### src/rtl/run_state_ctrl.sv
module run_state_ctrl #(
  parameter int SETTLE = 4
) (
  input  logic       clk,
  input  logic       rst_n,
  input  logic       cmd_wr,
  input  logic [1:0] cmd_code,
  input  logic       swrst_wr,
  output logic [3:0] status,
  output logic       core_run,
  output logic       core_pause,
  output logic       core_reset
);
  localparam int CW = $clog2(SETTLE + 1);
  localparam logic [CW-1:0] SETTLE_LD = CW'(SETTLE);
  localparam logic [1:0] ST_RST = 2'd0, ST_RUN = 2'd1, ST_CLR = 2'd2, ST_PAU = 2'd3;

  logic [1:0]    cur, tgt;
  logic          valid, err, pend;
  logic [CW-1:0] cnt;

  wire accept   = cmd_wr & valid & ~swrst_wr;
  wire busy_wr  = cmd_wr & ~valid & ~swrst_wr;
  wire is_clr   = cmd_code == ST_CLR;
  wire in_pause = cur == ST_PAU;
  wire go_clr   = accept & is_clr & in_pause & pend;
  wire go_norm  = accept & ~is_clr & ~(in_pause & (cmd_code == ST_RST));

  always_ff @(posedge clk or negedge rst_n) begin
    if (!rst_n) begin
      cur   <= ST_RST;
      tgt   <= ST_RST;
      valid <= 1'b1;
      err   <= 1'b0;
      pend  <= 1'b0;
      cnt   <= '0;
    end else if (swrst_wr) begin
      cur   <= ST_RST;
      tgt   <= ST_RST;
      valid <= 1'b0;
      err   <= 1'b0;
      pend  <= 1'b0;
      cnt   <= SETTLE_LD;
    end else if (go_clr || go_norm) begin
      tgt   <= go_clr ? ST_RST : cmd_code;
      valid <= 1'b0;
      pend  <= 1'b0;
      cnt   <= SETTLE_LD;
    end else if (!valid) begin
      if (busy_wr) err <= 1'b1;
      if (cnt <= 1) begin
        valid <= 1'b1;
        cur   <= tgt;
      end else begin
        cnt <= cnt - 1'b1;
      end
    end else if (accept) begin
      pend <= is_clr & in_pause & ~pend;
    end
  end

  assign status     = {err, valid, cur};
  assign core_run   = cur == ST_RUN;
  assign core_pause = cur == ST_PAU;
  assign core_reset = cur == ST_RST;
endmodule

### config.mk
export PLATFORM = sky130hd
export DESIGN_NAME = run_state_ctrl
export DESIGN_NICKNAME = d
export VERILOG_FILES = /design/src/rtl/run_state_ctrl.sv
export SDC_FILE = /design/constraint.sdc
export NUM_CORES = 1
export LEC_CHECK = 0
export BUFFER_PORTS_ARGS = -buffer_cell sky130_fd_sc_hd__buf_2
export CAP_MARGIN = 5
export CELL_PAD_IN_SITES_DETAIL_PLACEMENT = 1
export CELL_PAD_IN_SITES_GLOBAL_PLACEMENT = 2
export CORE_AREA = 5 5 49 51
export CTS_BUF_LIST = sky130_fd_sc_hd__clkbuf_4
export CTS_CLUSTER_SIZE = 10
export DETAILED_ROUTE_END_ITERATION = 6
export DIE_AREA = 0 0 54 56
export GPL_TIMING_DRIVEN = 1
export PLACE_DENSITY_LB_ADDON = 0.12
export SYNTH_ARGS = -nofsm -noshare
export SYNTH_HDL_FRONTEND = slang
export SYNTH_SLANG_ARGS = --single-unit
### constraint.sdc
create_clock -name clk -period 1.55 [get_ports clk]
set_input_delay 0.31 -clock clk [delete_from_list [all_inputs] [get_ports clk]]
set_output_delay 0.31 -clock clk [all_outputs]
set_load 0.05 [all_outputs]
---- Word level (Yosys, flattened, before mapping) ----
Cells that the tools add are included.
operators by class
  $add $sub $neg .......................... 1
  multipliers ............................. 0
  divide/modulo/power cells ............... 0
  magnitude comparators ................... 1
  equal/unequal tests ..................... 7
  shift operators ......................... 0
  mux-type cells .......................... 23
  bitwise gates (word level) .............. 17
  reduce and logical (&&, ||, !) cells .... 12
operator list
  operator                                                number
  two-way mux 2 bit                                       7
  bitwise AND 1 bit                                       12
  two-way mux 1 bit                                       12
  two-way mux 3 bit                                       4
  AND reduction 3 bit                                     2
  nonzero test 2 bit                                      3
  nonzero test 3 bit                                      2
  inverter 1 bit                                          5
  equality test 2 bit (second input constant)             2
  logical NOT 2 bit                                       2
  inequality test 2 bit (second input constant)           2
  AND reduction 2 bit                                     2
  <= comparator 3 x 1 -> 1 bit (second input constant)    1
  inequality test 3 x 2 -> 1 bit (second input constant)  1
  inequality test 3 bit (second input constant)           1
  subtractor 3 x 1 -> 3 bit (second input constant)       1
  equality test 2 x 1 -> 1 bit (second input constant)    1
  logical OR 1 bit                                        1
storage, ports and cells
  flip-flop bits (word level) ............. 10
  latch bits .............................. 0
  memory bits (writable) .................. 0
  bits in read-only memories .............. 0
  bits of input ports ..................... 6
  output and inout bits ................... 7
  logic and storage cells ................. 67
  memories kept ........................... 0

---- Depth between registers and ports, before layout ----
  depth in word-level cells ............... 8
  mapped depth ............................ 5
  mapped depth without buffers ............ 5

---- Worst setup path before layout ----
No wires, ideal clock.
  path kind ............................... flip-flop to output port
  start point ............................. register cur[0]
  end point ............................... output core_run
  arrival time ............................ 1.453 ns
  required time ........................... 1.240 ns
  path slack .............................. -0.213 ns
  stages on the path, launching flop included .. 2
  path buffers ............................ 0
  path through ............................ dfrtp_1 -> nor2b_1
between the ends
  longest elaborated chain between the ends .. 1
RTL lines
  element                       RTL line  RTL
  from (decl)                   18        logic [1:0] cur, tgt;
  from (signal assigned)        53        cur <= tgt;
  equality test 2 x 1 -> 1 bit  63        assign core_run = cur == ST_RUN;
  to (decl)                     10        output logic core_run,
Every way passes these cells.

---- Worst setup path after layout ----
  start point ............................. register cnt[1]
  end point ............................... register cur[0]
between the ends
  longest elaborated chain between the ends .. 3
RTL lines
  element                        RTL line  RTL
  from (decl)                    20        logic [CW-1:0] cnt;
  from (signal assigned)         55        cnt <= cnt - 1'b1;
  <= comparator 3 x 1 -> 1 bit   51        if (cnt <= 1) begin
  nonzero test 2 bit (no line)   n/a
  AND reduction 3 bit (no line)  n/a
Every way passes these cells.
A chain may end at the register's enable or synchronous reset.

==> metrics.sh <==
STATUS='completed'
POST_LAYOUT_NET_COUNT=89
TIMING.MAX_CAP.VIOLATIONS=0
ROUTED_WIRE_LENGTH_PER_INSTANCE_UM=13.5
FP.DIEH_UM=56
HOLD_PATH_CLASS='input pin to flop'
CRIT_ARRIVAL_NS=1.63
POWER_FRAC_SEQ=0.372
FINALWEIGHTEDCONGESTION=0.740
CP-START-KIND='flop'
NETLIST_AREA_UM2=588
PLACEABLECOREAREA_UM2=1900
CTS.ROOT.BUFFER_CELL='sky130_fd_sc_hd__clkbuf_4'
GRT_MAX_DEGREE=11
MAX_FREQ_MHz=689
AREA_ENCLOSED_BY_THE_DIE_BOUNDARY_UM2=3020
DRT_FIRST_PASS_ITERS=4
CTS_HTREE_LEVELS=1
FINAL_LAYOUT_SIZE_SUFFIX_GT1_FRAC=0.350
DIODES=0
INTERNAL_PWR_TOTAL_mW=0.645
NFILLCELLS=235
DIE_WIDTH_UM=54
SYN-MEAN-INSTANCE-AREA_UM2=9.48
CLK_LATENCY_NS=0.27
CP.REQUIRED_NS=1.73
FIN_SKEW_NS=0.00758
GRT_FIRST_PASS_WIRELENGTH_MM=2.57
TRITONCTS_NUM_SINKS=10
YOSYS_WARNINGS=0
VIAS=529
RRSETUPSLACK_NS=0.1
CLK_PIN_SLEW_NS=0.06
FINAL_UTIL=0.391
TIMING_HOLD_VIOLATIONS_FINAL=0
CRITICAL_PATH.ENDPOINT_TYPE='flop'
DP_CELLS=101
WORST-PATH-MAX-FANOUT=6
GLOBALROUTEOVERFLOWTOTAL=0
WORST_HOLD_SLACK_NS=0.327
SHARE_OF_THE_CLOCK_PERIOD_USED_BY_THE_WORST_PATH_AFTER_LAYOUT=0.936
TIMING.SLEW.HEADROOM=0.773
FINISH.CELL_COUNT_WITHOUT_FILLERS=107
SWITCHINGPOWER_mW=0.429
FINALMAXSLEWVIOLATIONS=0
SYNTH_CELL_TYPE_COUNT=27
P_CLK_FRAC=0.189
FINALCRITICALPERIOD_NS=1.45
POWER.STATIC_LEAKAGE_nW=0.331
TRITONCTS='built'
BOUNDARYPINS=13
CTS-BUFFERS-INSERTED=3
POSTSYNTHREGISTERBITS=10
IO_BUFFER_COUNT=12
NUMBER_OF_ROWS_IN_THE_CORE_AREA=16
LAYOUT-AREA-OVERHEAD-VS-SYNTH_PCT=26.4
DRT_ITER0_MARKERS=2
COMBPWRFRAC=0.439
GRT_ANTENNA_BEFORE_REPAIR=0
START_UTIL=0.309
GRT_USE_TOTAL=0.118
CLOCKBUFFERDEPTH=2
POSTSYNTHCELLCOUNT=62
SYNTH_SEQUENTIAL_AREA_RATIO=0.428
POWER_PER_CELL_AREA_nW_PER_UM2=1450
ROUTED_VIA_DENSITY=4.94
PATH_CLASS='flop to flop'
GRT_PASS1_VIAS=538
DP.FINAL_HPWL_MM=1.14
POWER.SWITCHING_FRACTION=0.399
WORST_SLEW_PIN_SLEW_NS=0.337
MOSTFREQUENTLAYOUTCELL='sky130_fd_sc_hd__buf_2'
SYNTH_FP_NETS=70
FINAL_CELL_MIX='12 x sky130_fd_sc_hd__buf_2, 7 x sky130_fd_sc_hd__dfrtp_1, 5 x sky130_fd_sc_hd__inv_1, 5 x sky130_fd_sc_hd__o21ai_0'
DETAILED_ROUTE_DRC_ERROR_COUNT=0
POSTROUTEANTENNANETS=0
PEAKVDDDROP_V=0.000728
TOTALWIRELENGTH_MM=1.45
FINAL_SETUP_VIOLATING_ENDPOINTS=0
## logic make-up (layout without fill, tap and decap cells)
group	count (synthesis)	count (layout)	synth area share
flops	10	10	0.428
compound gates	19	19	0.221
fa+ha+maj	2	2	0.0425
buf+inv	8	26	0.0702
simple gates	23	23	0.238
## layer usage
metal  up-vias  GRT usage  wire length (um)  share of wire
li1        261          -                 -              -
met4         0     0.0427                24          0.017
met5         -          0                 0              0
met2        13      0.163               628           0.43
met3         4     0.0590               101          0.070
met1       251      0.157               693           0.48
## final cells by class
cell class,instances,area [um2],area share
clock buffer,4,30.0,0.0404
inverter,5,18.8,0.0253
multi-input combinational,44,307,0.412
sequential,10,254,0.342
tap,27,33.8,0.0455
timing repair buffer,17,100,0.135
## critical path: stages (launching register included)
cell and delay [ns]:
sky130_fd_sc_hd__dfrtp_1 0.37, sky130_fd_sc_hd__inv_1 0.09, sky130_fd_sc_hd__ha_1 0.18, sky130_fd_sc_hd__o21ba_2 0.20, sky130_fd_sc_hd__or3_1 0.35, sky130_fd_sc_hd__o31ai_2 0.18
## state kept, by name (all words and copies together) (netlist names)
| name | cells |
|---|---|
| tgt | 2 |
| cur | 2 |
| valid | 1 |
| err | 1 |
| pend | 1 |
| cnt | 3 |
## power groups by stage
stage	logic, mW	clock network, mW	registers [mW]
detailed placement	0.435	0	0.412
finish	0.472	0.203	0.400
global route	0.527	0.235	0.417
global placement	0.438	0	0.410
CTS	0.443	0.214	0.406
floorplan	0.374	0	0.377
## Yosys cell counts (all sizes together)
master	count	area share
o31ai	3	0.038
or3	3	0.032
nor2b	3	0.032
o21ai	6	0.051
nor3b	2	0.026
nand4b	1	0.015
and2b	1	0.015
nand3	1	0.0085
inv	5	0.032
o311ai	2	0.030
a21oi	3	0.026
dfrtp	9	0.38
a2111o	1	0.019
dfstp	1	0.045
nor2	3	0.019
nor3	1	0.0085
and3b	1	0.015
o21ba	1	0.017
nand2	3	0.019
ha	2	0.043
a2111oi	1	0.015
o211ai	1	0.013
nand2b	1	0.011
buf	3	0.038
a211oi	1	0.013
and2	2	0.021
or4b	1	0.017
## timing repair
| item | CTS | global route |
|---|---|---|
| setup buffers | 0 | 1 |
| hold buffers | 1 | 0 |
| gates resized for setup | 0 | 4 |
| setup endpoints to repair | 0 | 3 |
| endpoints found under the hold margin | 9 | 0 |
## through the flow
step	cell area (um2)	setup TNS (ns)	total power [mW]	worst slack, ns
finish	743	0	1.07	0.0985
global route	743	-0.00253	1.18	-0.00253
CTS	729	0	1.06	0.0461
detailed placement	689	0	0.847	0.0714
global placement	689	0	0.848	0.0914
floorplan	596	0	0.751	0.108
## final timing paths
path / start / end / cells past startpoint
min in group asynchronous: rst_n / tgt[1] / 2
hold reg to reg: err / err / 2
setup / recovery: cnt[1] / cur[0] / 5
setup reg to reg: cnt[1] / cur[0] / 5
hold / removal: cmd_wr / err / 3
max in group asynchronous: rst_n / valid / 2
Note: power is estimated with default switching activity, not from simulation.
